==> config.mk <==
export PLATFORM = sky130hd
export DESIGN_NAME = kcoef_gen
export DESIGN_NICKNAME = d
export VERILOG_FILES = /design/src/rtl/kcoef_pkg.sv /design/src/rtl/kcoef_fold.sv /design/src/rtl/kcoef_rom.sv /design/src/rtl/kcoef_relay.sv /design/src/rtl/kcoef_gen.sv
export SDC_FILE = /design/constraint.sdc
export NUM_CORES = 1
export LEC_CHECK = 0
export BUFFER_PORTS_ARGS = -buffer_cell sky130_fd_sc_hd__buf_2
export CORE_UTILIZATION = 54
export DETAILED_ROUTE_END_ITERATION = 8
export PLACE_DENSITY = 0.79
export SLEW_MARGIN = 25
export SYNTH_ARGS = -nofsm -noshare
export SYNTH_HDL_FRONTEND = slang
export SYNTH_SLANG_ARGS = --single-unit
==> constraint.sdc <==
create_clock -name clk -period 3.63 [get_ports clk]
set_input_delay 0.363 -clock clk [delete_from_list [all_inputs] [get_ports clk]]
set_output_delay 0.363 -clock clk [all_outputs]
set_load 0.02 [all_outputs]
==> src/rtl/kcoef_pkg.sv <==
package kcoef_pkg;
  typedef enum logic [1:0] {Q_FIRST, Q_SECOND, Q_THIRD, Q_FOURTH} quad_t;

  // Control word stored for segment seg, first-column entry idx.
  function automatic int ctl_word(int seg, int idx, int n, int nseg, int ww);
    if (seg >= nseg) return 0;
    return ((seg * n + idx) * 7 + 3) % (1 << ww);
  endfunction
endpackage

==> src/rtl/kcoef_fold.sv <==
module kcoef_fold
  import kcoef_pkg::*;
#(
  parameter int LOG2N = 3
) (
  input  logic [LOG2N-1:0] row_idx,
  input  logic [LOG2N-1:0] col_idx,
  output quad_t            quad,
  output logic [LOG2N-1:0] fold_idx,
  output logic             neg
);
  localparam int FW = LOG2N + 2;

  logic [FW-1:0] odd_col, row_ext, angle;
  logic [LOG2N-1:0] low;

  assign odd_col = {1'b0, col_idx, 1'b1};
  assign row_ext = {2'b00, row_idx};
  // the product wraps to FW bits: angle modulo 4N
  assign angle = odd_col * row_ext;
  assign quad  = quad_t'(angle[FW-1 -: 2]);
  assign low   = angle[LOG2N-1:0];

  // 2N-f and 4N-f both reduce to N-low, f-2N reduces to low
  always_comb begin
    unique case (quad)
      Q_SECOND, Q_FOURTH: fold_idx = LOG2N'(0) - low;
      default:            fold_idx = low;
    endcase
  end

  assign neg = (quad == Q_SECOND) || (quad == Q_THIRD);
endmodule

==> src/rtl/kcoef_rom.sv <==
module kcoef_rom
  import kcoef_pkg::*;
#(
  parameter int LOG2N = 3,
  parameter int NSEG  = 11,
  parameter int KW    = 4,
  parameter int WW    = 10
) (
  input  logic                clk,
  input  logic                rst,
  input  logic                en,
  input  logic [KW+LOG2N-1:0] addr,
  output logic [WW-1:0]       rdata
);
  localparam int N     = 1 << LOG2N;
  localparam int DEPTH = 1 << (KW + LOG2N);

  logic [WW-1:0] mem [DEPTH];

  initial begin
    for (int i = 0; i < DEPTH; i++)
      mem[i] = WW'(ctl_word(i >> LOG2N, i % N, N, NSEG, WW));
  end

  // registered read with enable and output reset: block RAM friendly
  always_ff @(posedge clk) begin
    if (rst)     rdata <= '0;
    else if (en) rdata <= mem[addr];
  end
endmodule

==> src/rtl/kcoef_relay.sv <==
module kcoef_relay #(
  parameter int NOUT = 2
) (
  input  logic            clk,
  input  logic            rst,
  input  logic            strobe,
  output logic [NOUT-1:0] fwd
);
  for (genvar g = 0; g < NOUT; g++) begin : g_out
    always_ff @(posedge clk) begin
      if (rst) fwd[g] <= 1'b0;
      else     fwd[g] <= strobe;
    end
  end
endmodule

==> src/rtl/kcoef_gen.sv <==
module kcoef_gen
  import kcoef_pkg::*;
#(
  parameter int LOG2N = 3,
  parameter int NSEG  = 11,
  parameter int WW    = 10
) (
  input  logic               clk,
  input  logic               rst,
  input  logic               cfg_in,
  input  logic [LOG2N-1:0]   row_idx,
  input  logic [LOG2N-1:0]   col_idx,
  input  logic [3:0]         kern_sel,
  output logic               cfg_right,
  output logic               cfg_down,
  output logic [WW-1:0]      coef_word,
  output logic               coef_neg
);
  localparam int KW = 4;

  quad_t            quad;
  logic [LOG2N-1:0] fold_idx;
  logic             neg;
  logic [1:0]       fwd;

  kcoef_fold #(.LOG2N(LOG2N)) u_fold (
    .row_idx (row_idx),
    .col_idx (col_idx),
    .quad    (quad),
    .fold_idx(fold_idx),
    .neg     (neg)
  );

  kcoef_rom #(.LOG2N(LOG2N), .NSEG(NSEG), .KW(KW), .WW(WW)) u_rom (
    .clk  (clk),
    .rst  (rst),
    .en   (cfg_in),
    .addr ({kern_sel, fold_idx}),
    .rdata(coef_word)
  );

  always_ff @(posedge clk) begin
    if (rst)         coef_neg <= 1'b0;
    else if (cfg_in) coef_neg <= neg;
  end

  kcoef_relay #(.NOUT(2)) u_relay (
    .clk   (clk),
    .rst   (rst),
    .strobe(cfg_in),
    .fwd   (fwd)
  );
  assign cfg_right = fwd[0];
  assign cfg_down  = fwd[1];


  relay_delay_chk: assert property (@(posedge clk) disable iff (rst)
    1'b1 |=> (cfg_right == $past(cfg_in)) && (cfg_down == $past(cfg_in)));


  hold_stable_chk: assert property (@(posedge clk) disable iff (rst)
    !cfg_in |=> $stable(coef_word) && $stable(coef_neg));


  first_quad_pos_chk: assert property (@(posedge clk) disable iff (rst)
    (cfg_in && quad == Q_FIRST) |=> !coef_neg);


  odd_quad_fold_chk: assert property (@(posedge clk) disable iff (rst)
    (quad == Q_SECOND || quad == Q_FOURTH) |-> fold_idx != '0);
endmodule

# == Word level (Yosys, flattened, before mapping) ==
# Memories as Yosys holds them, arrays and structs flattened. A register that Yosys moved wholly into a read port is not among the register bits.
# Cells that the tools add are included.
# word_totals
register_bits,2
rom_bits,1280
in_bits,13
out_inout_bits,13
n_memories,1
# op_classes
addsub,1
mul,1
n_eq_ne,3
mux,1
reduce_logical,2
# memory_table
memory,words,width,read_ports,rd_clocked_by_memory_dff,wr,line_no,source
u_rom.mem,128,10,1,1,0,kcoef_rom.sv:18,logic [WW-1:0] mem [DEPTH];
# op_table
operator,count
$mul 4x3->5,1
$eq 2x2->1 const B,2
$mux 3,1
$sub 1x3->3 const A,1
$eq 2x1->1 const B,1
$reduce_or 2->1,1
$logic_or 1x1->1,1

# == Depth between registers and ports, before layout ==
# Gate-level depths: netlist of the first run.
# depth
word_depth,4
mapped_depth,15
depth_no_buf,14

# == Hierarchy ==
# A second synthesis of the first run with hierarchy kept.
# unflattened
cells_unflattened,136
area_unflattened_um2,1146.1
# by_module_without_submodules
module,instances,cells_each,area_each_um2,seq_area_each_um2
kcoef_rom,1,102,804.5,200.2
kcoef_fold,1,28,266.5,0.0
kcoef_relay,1,3,41.3,20.0
kcoef_gen,1,3,33.8,20.0

# == Worst setup path before layout of the first run ==
# Ideal clock, no wire load.
# synth_timing
path_type,input -> register
start,input row_idx[2]
end,"register u_rom.rdata[5], read port of u_rom.mem"
t_arrival_ps,3084
slack_ps,413
path_stages,15
path_buffers,1
cell_sequence,inv_1 fa_1 inv_1 ha_1 inv_1 fa_1 buf_6 mux2i_2 inv_1 ha_1 inv_1 a21oi_1 a221o_1 a211oi_1 a2111oi_2
# synth_via
elab_chain_cells,4
# synth_rtl
item,line_no,source
from (decl),kcoef_gen.sv:11,"input logic [LOG2N-1:0] row_idx,"
$mul 4x3->5 *,kcoef_fold.sv:20,assign angle = odd_col * row_ext;
branches (longest 2 deep; another with $sub 1x3->3),n/a,
$mux 3 *,kcoef_fold.sv:26,unique case (quad)
to (decl),kcoef_rom.sv:13,output logic [WW-1:0] rdata
# Mark *: on every way between the ends.
# A chain may end at the register's enable or synchronous reset.

# == Worst setup path after layout of the first run ==
# layout_timing
start,input row_idx[0]
end,"register u_rom.rdata[7], read port of u_rom.mem"
# Same word-level chain as after synthesis.

==> flow_metrics.tcl, run 1 <==
set metrics [dict create \
    status "finished clean" \
    wl_met3_um 202 \
    timing_hold_violations_final 0 \
    pwr_density_cell_mw_per_mm2 413 \
    cts_sinks 12 \
    wl_met1_um 1260 \
    postCtsSetupRepairBufs 0 \
    start_util 0.582 \
    insertion_delay_ns 0.27 \
    grt_max_degree 23 \
    top_layer "met4" \
    yosys-top-cells-count "nand2_1 (18), nor2_1 (16), dfxtp_1 (12)" \
    syn_nets 167 \
    antenna_found_initial 0 \
    hold_path.class "input pin to register" \
    min_from "cfg_in" \
    core_mm2 0.00200 \
    die_h_um 48.5 \
    vias 1150 \
    die_width_um 48.5 \
    worstMarginPinSlew_ns 0.720 \
    synth_area_leaders "dfxtp_1 (21%), ha_1 (6.4%), nand2_1 (5.8%), fa_1 (5.2%), nor2_1 (5.2%)" \
    routedWlPerCell_um 14.7 \
    grt_pass1_wl_um 4940 \
    gp_congestion 0.989 \
    synth_top_area_cell "dfxtp_1" \
    antenna_left 0 \
    fillCellCount 175 \
    drt_iter0_drc 45 \
    synth_warnings 0 \
    vias_per_cell 5.96 \
    wirelength_um 2850 \
    fin_crit_sh 0.902 \
    port_buffers 25 \
    grt_pass1_vias 1070 \
    hold_depth 2 \
    cp_max_fo 8 \
    synthesis.area_mm2 0.00117 \
    r2r_slack_ns 2.82 \
    ios 26 \
    wl_met2_um 1360 \
    synthCells 145 \
    power_uw 539 \
    rsz0062_at_grt "no" \
    drv_slew 0 \
    yosysTopAreaCellShare 0.206 \
    synth_edf_count 0 \
    dpl.hpwl_um 2060 \
    grtUsageTotal 0.265 \
    holdPathEnd "coef_neg$_SDFFE_PP0P_" \
    ys_ff_latch 12 \
    fin_crit_ns 3.27 \
    ff2ff_path_depth 3 \
    cts_tree "yes" \
    final_cells 193 \
    drc 0 \
    dp_cells 189 \
    ctsResizeCount 0 \
    clockRootBuffer "clkbuf_4" \
    yosysSeqAreaShare 0.206 \
    startpoint_type "input pin" \
    drt-pass1-iter-count 4 \
    area_delta_synth_final_pct 11.9 \
    tns_ns 0 \
    syn_area_per_cell_um2 8.04 \
    r2r-start "u_rom.rdata[6]$_SDFFE_PP0P_" \
    die_area_mm2 0.00235 \
    final_layout_size_suffix_gt1_frac 0.241 \
    yosys.cell_count.top_type "nand2_1" \
    p_leak_nw 0.581 \
    num_rows 16 \
    h-tree-depth 1 \
    hold_buffers 0 \
    nets 189 \
    r2r_end "u_rom.rdata[6]$_SDFFE_PP0P_" \
    arrival_ns 3.46 \
    max-slew-margin-rel 0.513 \
    clkTransAtPathRegs_ns 0.08 \
    ys.flop_type "dfxtp_1" \
    endpoint_kind "register" \
    cts_inserted_buffers 3 \
    synth_cell_types 49 \
    required_ns 3.82 \
    ctsLongestPathBuffers 2 \
    setup_viol 0 \
    criticalPathCategory "input pin to register" \
    post-route-util 0.652 \
    fin_skew_ns 0 \
    maxCapViolCount 0 \
    fmax_mhz 305 \
    ys_async_sr_fraction 0 \
    peakVddDrop_mv 0.268 \
    antennaDiodeCount 0 \
    grt_overflow 0 \
]
==> kinds of logic (layout without fill, tap and decap cells) <==
kind of cell | Yosys count | count (layout) | share of synthesized area
buffers and inverters | 21 | 42 | 0.0933
adder cells (fa/ha/maj) | 9 | 9 | 0.116
AND/OR/NAND/NOR | 53 | 53 | 0.223
AO/OA/AOI/OAI | 41 | 41 | 0.276
flip-flops | 12 | 12 | 0.206
multiplexers | 3 | 3 | 0.0290
XOR/XNOR | 6 | 6 | 0.0569
==> per-stage QoR <==
stage / hold WS [ns] / cell area, um^2 / setup slack [ns]
2_1_floorplan: 0.432 / 1170 / 0.413
6_report: 0.423 / 1310 / 0.356
3_5_place_dp: 0.452 / 1270 / 0.101
4_1_cts: 0.414 / 1310 / 0.403
3_3_place_gp: 0.448 / 1270 / 0.246
5_1_grt: 0.439 / 1310 / 0.194
==> routing by layer <==
layer,global-route usage,up-vias
met3,0.0629,4
met5,0,-
met2,0.465,60
li1,-,554
met4,0.0294,0
met1,0.339,532
==> critical path, stage by stage <==
cell,delay (ns)
buf_2,0.16
nand2_1,0.09
fa_1,0.48
inv_1,0.04
ha_1,0.18
inv_1,0.07
fa_1,0.46
mux2i_2,0.21
inv_1,0.19
ha_1,0.23
inv_1,0.08
a21oi_1,0.16
o21ai_1,0.11
a221o_1,0.39
a211oi_2,0.24
==> worst max path at each step <==
| stage | start | endpoint |
|---|---|---|
| 2_1_floorplan | row_idx[2] | u_rom.rdata[5]$_SDFFE_PP0P_ |
| 3_3_place_gp | row_idx[0] | u_rom.rdata[5]$_SDFFE_PP0P_ |
| 3_5_place_dp | row_idx[0] | u_rom.rdata[5]$_SDFFE_PP0P_ |
| 4_1_cts | row_idx[0] | u_rom.rdata[5]$_SDFFE_PP0P_ |
| 5_1_grt | row_idx[0] | u_rom.rdata[5]$_SDFFE_PP0P_ |
| 6_report | row_idx[0] | u_rom.rdata[7]$_SDFFE_PP0P_ |
==> flip-flops by register name, summed over array words and instances (netlist names) <==
register     count
coef_neg         1
u_relay.fwd      1
u_rom.rdata     10
==> area by class of cell <==
class                      count  area (um^2)  share of cell area
timing repair buffer          26          133               0.102
inverter                      12         45.0              0.0345
multi-input combinational    112          817               0.626
tap                           27         33.8              0.0259
sequential                    12          240               0.184
clock buffer                   4         36.3              0.0278
==> power breakdown <==
part | internal (mW) | total [mW] | switching, mW | leakage [nW]
combinational | 0.115 | 0.282 | 0.167 | 0.462
clock | 0.0609 | 0.107 | 0.0464 | 0.0210
sequential | 0.144 | 0.150 | 0.00575 | 0.0989
==> cell usage in the layout (no fill, tap or decap), types with 3 or more instances in the layout <==
cell type,instances
a211oi_1,6
a21oi_1,9
a221o_1,3
buf_2,25
clkbuf_4,3
dfxtp_1,12
fa_1,3
ha_1,6
inv_1,11
nand2_1,18
nor2_1,16
nor2b_1,6
xnor2_1,3
No activity file was read; power rests on OpenSTA's default activity.
==> run 2, diff against run 1 <==
--- a/config.mk
+++ b/config.mk
@@ -6,10 +6,11 @@
 export NUM_CORES = 1
 export LEC_CHECK = 0
 export BUFFER_PORTS_ARGS = -buffer_cell sky130_fd_sc_hd__buf_2
-export CORE_UTILIZATION = 54
+export CORE_UTILIZATION = 53
 export DETAILED_ROUTE_END_ITERATION = 8
-export PLACE_DENSITY = 0.79
+export PLACE_DENSITY = 0.78
 export SLEW_MARGIN = 25
 export SYNTH_ARGS = -nofsm -noshare
 export SYNTH_HDL_FRONTEND = slang
+export SYNTH_HIERARCHICAL = 1
 export SYNTH_SLANG_ARGS = --single-unit
==> flow_metrics.tcl, run 2 <==
set metrics [dict create \
    drv_slew 0 \
    p_leak_nw 0.584 \
    die_h_um 47.8 \
    num_rows 16 \
    vias 1009 \
    fin_crit_ns 3.18 \
    grt_pass1_wl_um 3590 \
    max-slew-margin-rel 0.658 \
    ctsLongestPathBuffers 2 \
    wirelength_um 2390 \
    layout_commonest_cell "buf_2" \
    drt_iter0_drc 23 \
    maxCapViolCount 0 \
    final_layout_size_suffix_gt1_frac 0.221 \
    syn_nets 156 \
    grt_overflow 0 \
    arrival_ns 3.33 \
    largest_reg_flops 10 \
    drc 0 \
    gp_congestion 0.904 \
    seq_area_um2 240 \
    startpoint_type "input pin" \
    rsz0062_at_grt "no" \
    vias_per_cell 5.57 \
    port_buffers 25 \
    tns_ns 0 \
    antenna_found_initial 0 \
    h-tree-depth 1 \
    hold_buffers 0 \
    placed_cell_area_mm2 0.00122 \
    final_cell_mix "buf_2 (25), nor2_1 (13), dfxtp_1 (12)" \
    peakVddDrop_mv 0.292 \
    required_ns 3.78 \
    fmax_mhz 314 \
    die_width_um 47.8 \
    endpoint_kind "register" \
    top_register "u_rom/rdata" \
    fillCellCount 184 \
    antennaDiodeCount 0 \
    post-route-util 0.635 \
    final_cell_area_mm2 0.00124 \
    grt_max_degree 24 \
    fin_crit_sh 0.877 \
    cts_tree "yes" \
    clockRootBuffer "clkbuf_4" \
    dpl.hpwl_um 1820 \
    start_util 0.566 \
    postCtsSetupRepairBufs 0 \
    syn_area_per_cell_um2 8.35 \
    routedWlPerCell_um 13.2 \
    drt-pass1-iter-count 4 \
    area_delta_synth_final_pct 12.0 \
    fin_skew_ns 0 \
    cp_max_fo 8 \
    hold_path.class "input pin to register" \
    status "finished clean" \
    cts_inserted_buffers 3 \
    grt_pass1_vias 869 \
    multi_input_area_um2 767 \
    pwr_density_cell_mw_per_mm2 402 \
    largest_registers "u_rom/rdata: 10 flops, coef_neg: 1 flops, u_relay/fwd: 1 flops" \
    criticalPathCategory "input pin to register" \
    nets 179 \
    grtUsageTotal 0.224 \
    core_mm2 0.00196 \
    synthCells 133 \
    timing_hold_violations_final 0 \
    cts_sinks 12 \
    worstMarginPinSlew_ns 0.509 \
    ios 26 \
    die_area_mm2 0.00228 \
    synthesis.area_mm2 0.00111 \
    synth_warnings 6 \
    setup_viol 0 \
    antenna_left 0 \
    ctsResizeCount 0 \
    clkTransAtPathRegs_ns 0.07 \
    insertion_delay_ns 0.26 \
]
-- run 2: final cells by class --
cell class | instances | share of cell area
Multi-Input combinational cell | 101 | 0.616
Sequential cell | 12 | 0.193
Timing Repair Buffer | 27 | 0.113
Inverter | 11 | 0.0332
Tap cell | 27 | 0.0271
Clock buffer | 3 | 0.0181
-- run 2: power breakdown --
part	switching (mW)	total (mW)	internal, mW
Combinational	0.154	0.270	0.117
Clock	0.0411	0.0794	0.0384
Sequential	0.00555	0.151	0.145
Total	0.200	0.501	0.301
-- run 2: metal layers --
layer  GRT usage  up-vias  wire (um)
met2       0.392       38       1160
met4      0.0278        0         23
met3      0.0717        4        129
met5           0        -          0
li1            -      504          -
met1       0.275      463       1080
-- run 2: worst paths after layout --
kind,slack (ns),end,cells after the start,from
setup / recovery,0.45,u_rom/rdata[5]$_SDFFE_PP0P_,15,row_idx[0]
hold / removal,0.42,u_rom/rdata[9]$_SDFFE_PP0P_,3,kern_sel[3]
setup reg to reg,2.89,u_rom/rdata[4]$_SDFFE_PP0P_,3,u_rom/rdata[4]$_SDFFE_PP0P_
hold reg to reg,0.47,u_rom/rdata[9]$_SDFFE_PP0P_,2,u_rom/rdata[9]$_SDFFE_PP0P_
-- run 2: worst max-delay path, cell delays in order --
cell and delay (ns):
buf_2 0.16, nand2_1 0.09, fa_1 0.49, inv_1 0.04, ha_1 0.18, inv_1 0.06
fa_1 0.44, mux2_2 0.33, inv_1 0.11, ha_1 0.23, and2b_1 0.18, a2111oi_0 0.39
nor3_1 0.09, nand3_1 0.09, a31oi_1 0.09
-- run 2: through the flow --
stage	worst slack, ns	hold WS (ns)	cells	total power [mW]
3_5_place_dp	0.198	0.456	178	0.421
2_1_floorplan	0.518	0.427	133	0.359
3_3_place_gp	0.290	0.453	178	0.413
5_1_grt	0.209	0.431	181	0.538
4_1_cts	0.481	0.417	181	0.503
6_report	0.446	0.421	181	0.501
